<file path="config.mk">
export PLATFORM = sky130hd
export DESIGN_NAME = dual_expiry_wdog
export DESIGN_NICKNAME = d
export VERILOG_FILES = /design/src/rtl/wdog_pkg.sv /design/src/rtl/wdog_regs.sv /design/src/rtl/wdog_counter.sv /design/src/rtl/wdog_status.sv /design/src/rtl/dual_expiry_wdog.sv
export SDC_FILE = /design/constraint.sdc
export NUM_CORES = 1
export LEC_CHECK = 0
export BUFFER_PORTS_ARGS = -buffer_cell sky130_fd_sc_hd__clkbuf_2
export CAP_MARGIN = 20
export CORE_MARGIN = 2
export CORE_UTILIZATION = 30
export CTS_BUF_LIST = sky130_fd_sc_hd__clkbuf_16
export DETAILED_ROUTE_END_ITERATION = 8
export GPL_ROUTABILITY_DRIVEN = 0
export SYNTH_ARGS = -nofsm -noshare
export SYNTH_HDL_FRONTEND = slang
export SYNTH_SLANG_ARGS = --single-unit
</file>
<file path="constraint.sdc">
create_clock -name clk -period 3.3 [get_ports clk]
set_clock_uncertainty 0.15 [all_clocks]
set_input_delay 0.165 -clock clk [delete_from_list [all_inputs] [get_ports clk]]
set_output_delay 0.165 -clock clk [all_outputs]
set_load 0.02 [all_outputs]
</file>
<file path="src/rtl/wdog_pkg.sv">
package wdog_pkg;
  localparam int unsigned WORD_W      = 32;
  localparam logic [1:0]  A_SMICTL    = 2'd0;
  localparam logic [1:0]  A_TCTL      = 2'd1;
  localparam logic [1:0]  A_STAT      = 2'd2;
  localparam logic [1:0]  A_RELOAD    = 2'd3;
  localparam int unsigned HALT_BIT    = 11;
  localparam int unsigned KICK_BIT    = 0;
  localparam int unsigned WD_SMI_BIT  = 13;
  localparam int unsigned GLB_SMI_BIT = 0;
  localparam int unsigned FLAG_BIT    = 0;
  localparam logic [WORD_W-1:0] SMICTL_RST = 32'h0000_2001;
endpackage

</file>
<file path="src/rtl/wdog_regs.sv">
module wdog_regs
  import wdog_pkg::*;
#(
  parameter int unsigned CNT_W = 10
) (
  input  logic              clk,
  input  logic              rst,
  input  logic              we,
  input  logic [1:0]        addr,
  input  logic [WORD_W-1:0] wdata,
  input  logic              flag,
  output logic [WORD_W-1:0] smi_ctl,
  output logic              halt,
  output logic              kick,
  output logic              w1c,
  output logic [CNT_W-1:0]  reload,
  output logic [WORD_W-1:0] rdata
);
  localparam int unsigned PAD_W = WORD_W - CNT_W;

  logic [WORD_W-1:0] rd_mux;

  assign kick = we && (addr == A_TCTL) && wdata[KICK_BIT];
  assign w1c  = we && (addr == A_STAT) && wdata[FLAG_BIT];

  always_ff @(posedge clk) begin
    if (rst) begin
      smi_ctl <= SMICTL_RST;
      halt    <= 1'b1;
      reload  <= '0;
    end else if (we) begin
      case (addr)
        A_SMICTL: smi_ctl <= wdata;
        A_TCTL:   halt    <= wdata[HALT_BIT];
        A_RELOAD: reload  <= wdata[CNT_W-1:0];
        default:  ;
      endcase
    end
  end

  always_comb begin
    rd_mux = '0;
    case (addr)
      A_SMICTL: rd_mux = smi_ctl;
      A_TCTL:   rd_mux[HALT_BIT] = halt;
      A_STAT:   rd_mux[FLAG_BIT] = flag;
      default:  rd_mux = {{PAD_W{1'b0}}, reload};
    endcase
  end

  always_ff @(posedge clk) begin
    if (rst) rdata <= '0;
    else     rdata <= rd_mux;
  end
endmodule

</file>
<file path="src/rtl/wdog_counter.sv">
module wdog_counter #(
  parameter int unsigned CNT_W = 10
) (
  input  logic             clk,
  input  logic             rst,
  input  logic             tick,
  input  logic             halt,
  input  logic             kick,
  input  logic [CNT_W-1:0] reload,
  output logic [CNT_W-1:0] cnt,
  output logic             expire
);
  logic live_tick;

  assign live_tick = tick && !halt && !kick;
  assign expire    = live_tick && (cnt == '0);

  always_ff @(posedge clk) begin
    if (rst)            cnt <= '0;
    else if (kick)      cnt <= reload;
    else if (expire)    cnt <= reload;
    else if (live_tick) cnt <= cnt - 1'b1;
  end
endmodule

</file>
<file path="src/rtl/wdog_status.sv">
module wdog_status (
  input  logic clk,
  input  logic rst,
  input  logic expire,
  input  logic w1c,
  input  logic no_reboot,
  input  logic wd_smi_en,
  input  logic glb_smi_en,
  output logic flag,
  output logic smi,
  output logic rst_req
);
  always_ff @(posedge clk) begin
    if (rst) begin
      flag    <= 1'b0;
      smi     <= 1'b0;
      rst_req <= 1'b0;
    end else begin
      if (expire)   flag <= 1'b1;
      else if (w1c) flag <= 1'b0;
      rst_req <= expire && flag && !no_reboot;
      smi     <= flag && wd_smi_en && glb_smi_en;
    end
  end
endmodule

</file>
<file path="src/rtl/dual_expiry_wdog.sv">
module dual_expiry_wdog
  import wdog_pkg::*;
#(
  parameter int unsigned CNT_W = 10
) (
  input  logic        clk,
  input  logic        rst,
  input  logic        bus_we,
  input  logic [1:0]  bus_addr,
  input  logic [31:0] bus_wdata,
  output logic [31:0] bus_rdata,
  input  logic        tick_i,
  input  logic        no_reboot_i,
  output logic        smi_o,
  output logic        rst_req_o
);
  logic [WORD_W-1:0] smi_ctl;
  logic              halt, kick, w1c, expire, flag;
  logic [CNT_W-1:0]  reload, cnt;

  wdog_regs #(.CNT_W(CNT_W)) regs_i (
    .clk(clk), .rst(rst), .we(bus_we), .addr(bus_addr), .wdata(bus_wdata),
    .flag(flag), .smi_ctl(smi_ctl), .halt(halt), .kick(kick), .w1c(w1c),
    .reload(reload), .rdata(bus_rdata)
  );

  wdog_counter #(.CNT_W(CNT_W)) cnt_i (
    .clk(clk), .rst(rst), .tick(tick_i), .halt(halt), .kick(kick),
    .reload(reload), .cnt(cnt), .expire(expire)
  );

  wdog_status stat_i (
    .clk(clk), .rst(rst), .expire(expire), .w1c(w1c), .no_reboot(no_reboot_i),
    .wd_smi_en(smi_ctl[WD_SMI_BIT]), .glb_smi_en(smi_ctl[GLB_SMI_BIT]),
    .flag(flag), .smi(smi_o), .rst_req(rst_req_o)
  );
endmodule

</file>
---- Word level (Yosys, flattened, before mapping) ----
Index checks and enable logic that the tools add are counted.
storage, ports and cells
  register bits after elaboration ......... 88
  logic and storage cells ................. 45
cells by class
  add/sub/neg operators ................... 1
  equality and inequality tests ........... 3
  mux-type cells .......................... 8
  bitwise operators ....................... 1
  reductions and logical operators ........ 23
operators with widths
  kind                                                 count
  2-to-1 mux 10 bit                                    3
  one-hot mux 10 bit (2 select lines)                  1
  logical AND 1 bit                                    11
  logical NOT 10 bit                                   1
  subtractor 10 x 1 -> 10 bit (second input constant)  1
  AND reduction 2 bit                                  3
  == test 2 bit (second input constant)                2
  OR reduction 2 bit                                   2
  logical NOT 1 bit                                    3
  one-hot mux 1 bit (3 select lines)                   1
  nonzero test 3 bit                                   1
  == test 2 x 1 -> 1 bit (second input constant)       1
  logical NOT 2 bit                                    1
  2-to-1 mux 1 bit                                     2
  one-hot mux 1 bit (2 select lines)                   1
  nonzero test 2 bit                                   1
  NOT 1 bit                                            1

---- Longest topological paths before layout ----
Gate-level depths: netlist of run 1.
  depth after elaboration ................. 8
  gate-level depth with buffers ........... 7
  depth with buffers taken out ............ 6

---- By module ----
From an unflattened synthesis of run 1, not the netlist that was laid out.
second synthesis, totals
  cell total of the unflattened synthesis .. 375
  area total of the unflattened synthesis .. 3831.2 um^2
modules (own cells, without submodules)
  module        instances  cells an instance  area an instance (um^2)  sequential area each (um^2)
  wdog_regs     1          277                2986.6                   1501.4
  wdog_counter  1          90                 743.2                    200.2
  wdog_status   1          8                  101.3                    60.1

---- Least setup slack after synthesis of run 1 ----
No wires, ideal clock.
  path type ............................... register to register
  start ................................... register cnt_i.cnt[0]
  end ..................................... register cnt_i.cnt[8]
  library setup time ...................... 117 ps
  arrival ................................. 1679 ps
  data required time ...................... 3033 ps
  path slack .............................. 1354 ps
  cell stages (with the launch flop) ...... 8
  path through ............................ dfxtp_1 inv_1 ha_1 or3b_2 buf_1 o41ai_1 o41ai_1 a32o_1
between the ends
  cells in the longest elaborated chain, start to end .. 4
ends and longest elaborated chain
  item                                                                      line                                    RTL
  start, declared                                                           wdog_counter.sv:10                      output logic [CNT_W-1:0] cnt,
  start signal, assigned                                                    wdog_counter.sv:20                      else if (kick) cnt <= reload;
  start signal, assigned                                                    wdog_counter.sv:21                      else if (expire) cnt <= reload;
  start signal, assigned                                                    wdog_counter.sv:22                      else if (live_tick) cnt <= cnt - 1'b1;
  subtractor 10 x 1 -> 10 bit / logical NOT 10 bit (equally long branches)  wdog_counter.sv:22, wdog_counter.sv:16
  2-to-1 mux 10 bit / logical AND 1 bit (equally long branches)             wdog_counter.sv:22, wdog_counter.sv:16
  2-to-1 mux 10 bit                                                         wdog_counter.sv:21
  2-to-1 mux 10 bit                                                         wdog_counter.sv:20
Several ways; a longest one is shown, not always the timed one. The select of a mux whose other input is x is not followed.
A chain may end at the register's enable or synchronous reset.

---- Worst setup path in the final report of run 1 ----
  start ................................... register cnt_i.cnt[0]
  end ..................................... register cnt_i.cnt[5]
The elaborated chain is that of the path after synthesis.

==> summary.md, run 1 <==
| Metric | Value |
|---|---|
| Antenna diodes | `0` |
| Worst Hold Launch | `bus_addr[1]` |
| Type of origin of the critical path | `flop` |
| # setup viols final | `0` |
| Maximum clock frequency | `446 MHz` |
| Final hold violations | `0` |
| Max-slew headroom | `48.9%` |
| Vias in the first global route | `2737` |
| Port Buf Inserts | `between 70 and 80` |
| #FFs+latches synth | `roughly 90` |
| CTS Root Cell | `clkbuf_16` |
| Hold WC Path Type | `in2reg` |
| Fraction of registers with async set/reset | `0%` |
| Crit path time final | `about 2.2 ns` |
| Crit Path Class | `reg2reg` |
| PnR worst setup slack | `about 1.1 ns` |
| HPWL after DPL | `~5.4 mm` |
| # IOs | `73` |
| Crit. End Element | `flop` |
| CTS Buffer Depth | `2` |
| Vias | `about 2900` |
| Die height | `roughly 110 um` |
| Rows | `38` |
| Reg-to-reg endpoint | `cnt_i.cnt[5]` |
| Clock Power Share | `46.1%` |
| Sw Share | `23.5%` |
| Worst Path Required | `3.39 ns` |
| NumNets Final | `514` |
| Max Slew Vio Count | `0` |
| H-tree lvl count | `3` |
| Worst-path fanout max | `8` |
| Overall power | `2.44 mW` |
| Post-Syn Nets | `around 420` |
| Netlist cell types | `between 40 and 50` |
| Sequential share of power | `about 46%` |
| CTS tree | `done` |
| FF-to-FF setup slack | `between 1 and 1.5 ns` |
| Clock transition at the registers of the reported paths | `around 0.07 ns` |
| Post-CTS Setup Bufs | `0` |
| Core region area | `10700 um2` |
| Hold Path Stages | `2` |
| Measured slew at the worst slew-check pin | `between 0.7 and 0.8 ns` |
| Final hold slack | `roughly 0.037 ns` |
| Most Used Layer, Global Route | `met2` |
| Gate Count Post-Synth | `between 300 and 400` |
| WL final | `7.91 mm` |
| Worst-Skew Late Latency | `around 0.33 ns` |
| Layout overhead on the synthesized area | `35.7%` |
| Hold Path End | `regs_i.rdata[11]` |
| CTS Sinks | `88` |
| Share of cells above drive strength 1 | `a little over a fifth` |
| Largest net degree at the start of global routing | `just over 40` |
| Post-Place Worst Slack | `roughly 1.1 ns` |
| Layout Cells excl Fill | `618` |
| Pre-Repair DR Iteration Count | `5` |
| WL/cell | `12.8 um` |
| Avg Cell Area, Syn | `~8.7 um2` |
| Worst endpoint data arrival time | `~2.3 ns` |
| Power Internal | `around 1.9 mW` |
| Switching power | `roughly 0.57 mW` |
| Post-synth EDFFs | `0` |
| Met1 usage | `17.6%` |
| DRC | `0` |
| Post-route ant nets | `0` |
| Global-route wire length before repair | `12.8 mm` |
| Initial antenna violation count | `0` |
| Synth warn | `0` |
| Max-Cap Viols | `0` |
| Peak VDD IR | `between 0.0002 and 0.0003 V` |
| Die area | `11700 um2` |
| R2r startpoint | `cnt_i.cnt[0]` |
| Pwr dens | `about 550 nW/um2` |
| Combinational Power Share | `8.4%` |
| Synth area leader | `dfxtp_1` |
| Top post-synthesis cells by area | `dfxtp_1 (54%), nand2_1 (11%), a21oi_1 (7.0%), and2_1 (4.4%), a22oi_1 (2.3%)` |
| Total CTS buffers | `9` |
| Final Core Density | `between 40% and 50%` |
| Share of the synthesized area in the top cell type | `between 50% and 60%` |
| GR Util All Layers | `between 10% and 20%` |
| Via/cell ratio | `around 4.8` |
| Netlist area before placement | `between 3000 and 4000 um2` |
| First DRT Iteration DRCs | `approximately 180` |
| Met2 usage | `23.4%` |
| Initial core utilization | `between 30% and 40%` |
| Finished Cell Area | `around 4400 um2` |
| Crit share post-route | `67.9%` |
| Die width | `approximately 110 um` |
| Status | `complete, no violations` |
| Synth Flop Type | `dfxtp_1` |
| Placed Cells | `between 500 and 600` |
| Grt ovf | `0` |
| Grt met3 use | `under 10%` |
| Dpl cell area | `between 3000 and 4000 um2` |
| Static leakage | `about 1.8 nW` |
| Unrepaired setup endpoints after global routing | `no` |
| Sequential cell area fraction in the yosys report | `a little over half` |
| Worst-case reg-to-reg path depth | `6` |
| Fin Setup TNS | `0 ns` |
-- what timing repair did --
action	CTS	global route
endpoints found under the hold margin	43	1
gates resized for setup	0	0
hold buffers	32	1
-- power groups by stage --
stage	logic [mW]	clock network (mW)	registers, mW
floorplan	0.110	0	1.14
global placement	0.171	0	1.13
detailed placement	0.173	0	1.14
CTS	0.204	1.16	1.11
global route	0.227	1.21	1.12
finish	0.205	1.12	1.11
-- cell families after synthesis --
kind of cell / share of synthesized area [%]
muxes: 1.26
and+or+nand+nor: 26.1
adders and majority gates: 0.765
AOI/OAI and AO/OA: 15.0
buffers and inverters: 2.98
DFF: 53.9
-- layer usage --
| layer | part of all wire (%) | wire length (um) |
|---|---|---|
| met1 | 46 | 3630 |
| met2 | 47 | 3730 |
| met3 | 5.9 | 464 |
| met4 | 1.1 | 90 |
| met5 | 0 | 0 |
-- synth_stat cells (2+ instances only) --
master / count
a21oi_1: 46
a22oi_1: 10
a31oi_1: 2
a32o_1: 2
and2_1: 23
and4b_1: 3
buf_1: 3
clkbuf_1: 20
dfxtp_1: 88
ha_1: 2
inv_1: 2
mux2i_1: 3
nand2_1: 95
nand2b_1: 2
nand3_1: 5
nand4_1: 4
nand4b_1: 3
nor2_1: 19
nor3_1: 3
nor3b_1: 2
o2111ai_1: 2
o211ai_1: 7
o21ai_0: 5
o311ai_0: 2
o31ai_1: 2
o41ai_1: 2
or3b_2: 3
-- worst max-delay path by stage --
stage	start	slack [ns]	end	cells after the start
floorplan	cnt_i.cnt[0]	1.35	cnt_i.cnt[8]	7
global placement	cnt_i.cnt[0]	1.17	cnt_i.cnt[5]	6
detailed placement	cnt_i.cnt[0]	1.09	cnt_i.cnt[5]	6
CTS	cnt_i.cnt[0]	1.07	cnt_i.cnt[5]	6
global route	cnt_i.cnt[0]	0.89	cnt_i.cnt[5]	6
finish	cnt_i.cnt[0]	1.06	cnt_i.cnt[5]	6
-- worst max-delay path: stages, from the launching register on --
cell and delay [ns]:
dfxtp_1 0.33, inv_1 0.10, ha_1 0.21, or3b_2 0.50, nor3b_2 0.44, nor2_1 0.15
a311oi_1 0.25
-- cells in the final DEF, fill, tap and decap left out, types with 3 or more instances in the layout --
cell           synthesis  layout
nand4_1                4       4
dfxtp_1               88      88
o21ai_0                5       5
nand4b_1               3       3
nand3_1                5       5
a22oi_1               10      10
dlygate4sd3_1          0      33
clkbuf_16              0       9
mux2i_1                3       3
and4b_1                3       3
o211ai_1               7       7
clkbuf_2               0      72
buf_4                  0       4
nor2_1                19      19
or3b_2                 3       3
and2_1                23      23
a21oi_1               46      46
nand2_1               95      95
-- layout make-up --
class                      instances  area (um2)
fill                            1081        6310
sequential                        88        1760
multi-input combinational        261        1420
timing repair buffer             110         732
clock buffer                       9         225
tap                              140         175
clock inverter                     7         113
inverter                           3        11.3
-- state kept, by name, summed over array words and instances (netlist names) --
name            flops
cnt_i.cnt          10
regs_i.halt         1
regs_i.rdata       32
regs_i.reload      10
regs_i.smi_ctl     32
stat_i.flag         1
stat_i.rst_req      1
stat_i.smi          1
Note: power is estimated with default switching activity, not from simulation.
==> run 2: changes to the inputs <==
clock period = 1.9 ns   (was 3.3 ns; I/O delays follow)
==> run 2 against run 1 <==
Compared with the run above:
- the flow now finishes with violations (negative setup slack)
- critical path depth grew 1
- sequential power grew 74%
- via count grew 2.7%
- sequential share of layout area shrank 1.6 points
- largest cell class unchanged
- die area is the same
- final cell count grew 2.9%
- combinational power grew 110%
- highest routed layer unchanged
- first-iteration DRC count shrank 2.3%
- critical endpoint is now cnt_i.cnt[2]
- utilization grew 1.8 points
- power grew 70%
- clock-buffer cell count is the same
==> summary.md, run 2 (synthesis results as in run 1) <==
| Metric | Value |
|---|---|
| Status | `finished with violations` |
| Failing checks | `negative setup slack` |
| Crit Path Class | `reg2reg` |
| Type of origin of the critical path | `flop` |
| Clock transition at the registers of the reported paths | `0.07 ns (about the same)` |
| Die area | `11700 um2 (unchanged)` |
| WL final | `8.67 mm (+9.6%)` |
| H-tree lvl count | `3 (unchanged)` |
| GR Util All Layers | `15.0% (+1.1 points)` |
| Met1 WL | `3.96 mm (+9.3%)` |
| Largest net degree at the start of global routing | `33 (-20%)` |
| Max Slew Vio Count | `0 (unchanged)` |
| CTS Root Cell | `clkbuf_16` |
| Critical Path, Cell by Cell | `inv_2 > ha_2 > or3b_4 > nor3b_4 > buf_4 > o21ai_0 > a31oi_1` |
| Static leakage | `1.87 nW (+5.1%)` |
| Final hold violations | `0 (unchanged)` |
| CTS Sinks | `88 (unchanged)` |
| Die width | `108 um (unchanged)` |
| Core region area | `10700 um2 (unchanged)` |
| NumNets Final | `532 (+3.5%)` |
| Finished Cell Area | `4630 um2 (+4.3%)` |
| Met3 wire length | `492 um (+6.0%)` |
| Reg area | `1760 um2 (+0.14%)` |
| Post-Place Worst Slack | `-0.0961 ns (-1.19 ns)` |
| DRC | `0 (unchanged)` |
| Hold Path Stages | `2 (unchanged)` |
| R2r startpoint | `cnt_i.cnt[0]` |
| Worst-Skew Late Latency | `0.33 ns (about the same)` |
| # setup viols final | `2 (+2)` |
| Layout overhead on the synthesized area | `41.6%` |
| # IOs | `73 (unchanged)` |
| Placed Cells | `586 (+3.2%)` |
| Most common cell after layout, fill and taps aside | `nand2_1` |
| Initial core utilization | `30.4% (unchanged)` |
| Critical Path Start | `cnt_i.cnt[0]` |
| Global-route wire length before repair | `14.0 mm (+9.2%)` |
| PnR worst setup slack | `-0.0150 ns (-1.08 ns)` |
| Dpl cell area | `3930 um2 (+4.4%)` |
| Worst endpoint data arrival time | `2.03 ns (-0.30 ns)` |
| Met2 wire length | `4.13 mm (+11%)` |
| Grt ovf | `0 (unchanged)` |
| Crit share post-route | `101% (+33 points)` |
| Crit path time final | `1.92 ns (-0.325 ns)` |
| Worst-path fanout max | `4 (-4)` |
| Regs by FF count | `regs_i.rdata (32), regs_i.smi_ctl (32)` |
| Crit. End Element | `flop` |
| Worst Path Required | `2.01 ns (-1.38 ns)` |
| Measured slew at the worst slew-check pin | `0.478 ns (-0.286 ns)` |
| Layout Cells excl Fill | `636 (+2.9%)` |
| Post-route ant nets | `0 (unchanged)` |
| FILL cells | `1064 (-1.6%)` |
| Post-CTS Setup Bufs | `0 (unchanged)` |
| Port Buf Inserts | `72 (unchanged)` |
| Share of cells above drive strength 1 | `26.2% (+4.9 points)` |
| Maximum clock frequency | `522 MHz (+17%)` |
| Worst-case reg-to-reg path depth | `7 (+1)` |
| CTS tree | `done` |
| Crit-path slowest cell | `or3b_4` |
| Peak VDD IR | `0.000501 V (+77%)` |
| Total CTS buffers | `9 (unchanged)` |
| Hold WC Path Type | `in2reg` |
| Pre-Repair DR Iteration Count | `4 (-1)` |
| Antenna diodes | `0 (unchanged)` |
| HPWL after DPL | `5.88 mm (+8.2%)` |
| Unrepaired setup endpoints after global routing | `yes` |
| Most frequent cells in the layout | `nand2_1 (95), dfxtp_1 (86), clkbuf_2 (72)` |
| Vias | `3028 (+2.7%)` |
| Max-Cap Viols | `0 (unchanged)` |
| Initial antenna violation count | `0 (unchanged)` |
| Vias in the first global route | `2980 (+8.9%)` |
| CTS Buffer Depth | `2 (unchanged)` |
| Die height | `108 um (unchanged)` |
| Slowest cell delay on critical path | `0.41 ns (-0.09 ns)` |
| Area occupied by multi-input gates | `1510 um2 (+6.1%)` |
| Worst Hold Launch | `rst` |
| WL/cell | `13.6 um (+6.5%)` |
| Rows | `38 (unchanged)` |
| Pwr dens | `898 nW/um2 (+63%)` |
| First DRT Iteration DRCs | `171 (-2.3%)` |
| Via/cell ratio | `4.76 (-0.16%)` |
| Max-slew headroom | `68.0% (+19 points)` |
| Top routing layer used | `met4` |
-- run 2: cell type report --
type	instances	share of cell area [%]
flip-flops and latches	88	38.1
multi-input cells	261	32.5
repair buffers	128	18.8
clock buffers	9	4.86
well taps	140	3.78
clock inverters	7	1.70
inverters	3	0.243
-- run 2: per-layer routing --
metal / GRT usage, % / vias up
met2: 26.7 / 85
met4: 5.22 / 0
li1: - / 1520
met5: 0 / -
met3: 2.95 / 10
met1: 18.0 / 1413
-- run 2: final timing paths --
kind                            slack (ns)                 end
worst min register to register        0.30  regs_i.smi_ctl[28]
worst max register to register       -0.02        cnt_i.cnt[2]
worst min-delay path                  0.06        cnt_i.cnt[0]
worst max-delay path                 -0.02        cnt_i.cnt[2]
-- run 2: worst max-delay path, delay by kind of cell, from the launching register on --
kind,cells,cell delay (ns)
adders and majority gates,1,0.20
DFF,1,0.34
buffers and inverters,2,0.25
AOI/OAI and AO/OA,2,0.25
and+or+nand+nor,2,0.66
-- run 2: per-stage QoR --
| stage | util [%] | TNS (ns) | power [mW] | hold slack (ns) |
|---|---|---|---|---|
| 3_5_place_dp | 36.5 | -0.376 | 2.33 | 0.176 |
| 6_report | 43.1 | -0.0268 | 4.16 | 0.0615 |
| 2_1_floorplan | - | -0.00310 | 2.18 | 0.0692 |
| 4_1_cts | 42.8 | 0 | 4.19 | 0.0527 |
| 5_1_grt | 43.1 | -0.315 | 4.33 | 0.0850 |
| 3_3_place_gp | 36.5 | -0.0314 | 2.32 | 0.175 |
-- run 2: report_power, final --
part	switching [mW]	internal (mW)
combinational	0.218	0.212
clock	0.760	1.04
sequential	0.0373	1.90
total	1.02	3.14
-- run 2: repair_timing --
action | CTS | global route
hold buffers | 34 | 0
gates resized for setup | 6 | 10
setup endpoints to repair | 11 | 42
pin swaps | 2 | 3
hold endpoints to repair | 45 | 0
==> run 3: changes to the inputs <==
CORE_ASPECT_RATIO = 1.5   (was unset)
==> run 3 against run 2 <==
Compared with the run above:
- global-route usage fell by 0.11 points
- the flow now finishes without violations
- largest power group unchanged
- clock power decreased by 6%
- first-iteration DRC count is 4.1% higher
- combinational power up 2%
- hold slack worse by 0.045 ns
- power decreased by 2.2%
- via count fell by 0.23%
==> summary.md, run 3 (synthesis results as in run 1) <==
| Metric | Value |
|---|---|
| Pwr dens | `870 nW/um2 (-3.2%)` |
| Grt ovf | `0 (unchanged)` |
| DRC | `0 (unchanged)` |
| Critical Path, Cell by Cell | `or4b_4 > buf_6 > o41ai_4 > o41ai_2 > a32o_1` |
| Most frequent cells in the layout | `nand2_1 (95), dfxtp_1 (83), clkbuf_2 (72)` |
| FILL cells | `1076 (+1.1%)` |
| Vias | `3021 (-0.23%)` |
| Peak VDD IR | `0.000339 V (-32%)` |
| Initial core utilization | `30.9% (+0.45 points)` |
| Layout Cells excl Fill | `646 (+1.6%)` |
| Most common cell after layout, fill and taps aside | `nand2_1` |
| Type of origin of the critical path | `flop` |
| Reg area | `1770 um2 (+0.35%)` |
| Final hold slack | `0.0166 ns (-0.0449 ns)` |
| Crit-path slowest cell | `or4b_4` |
| CTS Sinks | `88 (unchanged)` |
| Placed Cells | `594 (+1.4%)` |
| Share of cells above drive strength 1 | `27.5% (+1.3 points)` |
| NumNets Final | `538 (+1.1%)` |
| Worst-path fanout max | `3 (-1)` |
| Maximum clock frequency | `531 MHz (+1.6%)` |
| GR Util All Layers | `14.9% (-0.11 points)` |
| H-tree lvl count | `3 (unchanged)` |
| CTS tree | `done` |
| Static leakage | `1.89 nW (+1.0%)` |
| CTS Root Cell | `clkbuf_16` |
| First DRT Iteration DRCs | `178 (+4.1%)` |
| Final Core Density | `44.2% (+1.1 points)` |
| Unrepaired setup endpoints after global routing | `yes` |
| Worst-Skew Late Latency | `0.33 ns (about the same)` |
| Die width | `89.2 um (-18%)` |
| Largest net degree at the start of global routing | `40 (+21%)` |
| Area occupied by multi-input gates | `1500 um2 (-0.17%)` |
| Via/cell ratio | `4.68 (-1.8%)` |
| Final hold violations | `0 (unchanged)` |
| Antenna diodes | `0 (unchanged)` |
| Worst Path Required | `1.98 ns (-0.03 ns)` |
| Max-slew headroom | `53.6% (-14 points)` |
| Post-route ant nets | `0 (unchanged)` |
| Crit path time final | `1.88 ns (-0.0308 ns)` |
| WL/cell | `13.2 um (-3.4%)` |
| Crit. End Element | `flop` |
| Worst endpoint data arrival time | `1.96 ns (-0.07 ns)` |
| Finished Cell Area | `4680 um2 (+1.0%)` |
| WL final | `8.51 mm (-1.9%)` |
| Vias in the first global route | `2881 (-3.3%)` |
| Rows | `46 (+21%)` |
| Buf/Inv on CP | `1 (-1)` |
| Dpl cell area | `3970 um2 (+1.0%)` |
| Status | `complete, no violations` |
| Regs by FF count | `regs_i.rdata (32), regs_i.smi_ctl (32)` |
| Layout overhead on the synthesized area | `43.1%` |
| # setup viols final | `0 (-2)` |
| Measured slew at the worst slew-check pin | `0.695 ns (+0.217 ns)` |
| Hold WC Path Type | `in2reg` |
| Port Buf Inserts | `72 (unchanged)` |
| Clock transition at the registers of the reported paths | `0.06 ns (about the same)` |
| Crit Path Class | `reg2reg` |
| CTS Buffer Depth | `2 (unchanged)` |
| Initial antenna violation count | `0 (unchanged)` |
| HPWL after DPL | `5.86 mm (-0.26%)` |
| Die height | `132 um (+22%)` |
| Core region area | `10600 um2 (-1.4%)` |
| Max-Cap Viols | `0 (unchanged)` |
| Die area | `11800 um2 (+0.14%)` |
| Global-route wire length before repair | `13.8 mm (-1.3%)` |
| Top Family by Delay on Critical Path | `compound AO/OA/AOI/OAI gates` |
| Pre-Repair DR Iteration Count | `4 (unchanged)` |
| Slowest cell delay on critical path | `0.54 ns (+0.13 ns)` |
| Max Slew Vio Count | `0 (unchanged)` |
| Total CTS buffers | `9 (unchanged)` |
| Crit share post-route | `99.2% (-1.6 points)` |
| # IOs | `73 (unchanged)` |
-- run 3: what timing repair did --
action	in CTS	in global routing
resized for setup	6	12
setup endpoints to repair	9	12
hold buffers	34	0
setup buffers	1	0
pin swaps	5	1
hold endpoints to repair	47	0
-- run 3: where the power goes --
part           switching, mW  total (mW)  internal [mW]
clock network          0.692        1.70           1.00
logic                  0.217       0.438          0.221
registers             0.0364        1.93           1.90
total                  0.945        4.07           3.12
-- run 3: final timing paths --
path | slack (ns) | end | depth (start not counted) | start
hold reg to reg | 0.30 | regs_i.smi_ctl[10] | 2 | regs_i.smi_ctl[10]
hold / removal | 0.02 | regs_i.rdata[11] | 3 | bus_addr[1]
setup / recovery | 0.02 | cnt_i.cnt[8] | 5 | cnt_i.cnt[4]
setup reg to reg | 0.02 | cnt_i.cnt[8] | 5 | cnt_i.cnt[4]
-- run 3: area by class of cell --
type | count | area share, %
sequential | 88 | 37.8
inverter | 3 | 0.294
multi-input combinational | 261 | 32.1
timing repair buffer | 134 | 19.7
clock buffer | 9 | 4.81
tap | 144 | 3.85
clock inverter | 7 | 1.34
-- run 3: routing by layer --
metal	GRT usage [%]	wire length, um	up-vias
li1	-	-	1528
met3	2.94	387	13
met4	6.72	202	0
met2	25.3	4340	89
met5	0	0	-
met1	17.6	3580	1391
-- run 3: metrics by stage --
stage,power (mW),setup WS [ns],TNS (ns)
floorplan,2.18,-0.00310,-0.00310
global placement,2.32,-0.0211,-0.0477
detailed placement,2.33,-0.0650,-0.363
CTS,4.09,0.00566,0
global route,4.24,-0.0459,-0.127
finish,4.07,0.0158,0
-- run 3: worst reg2reg max path, delay by kind of cell, from the launching register on --
| kind | cells | cell delay, ns |
|---|---|---|
| and+or+nand+nor | 1 | 0.54 |
| AOI/OAI and AO/OA | 3 | 0.62 |
| DFF | 1 | 0.32 |
| buffers and inverters | 1 | 0.15 |
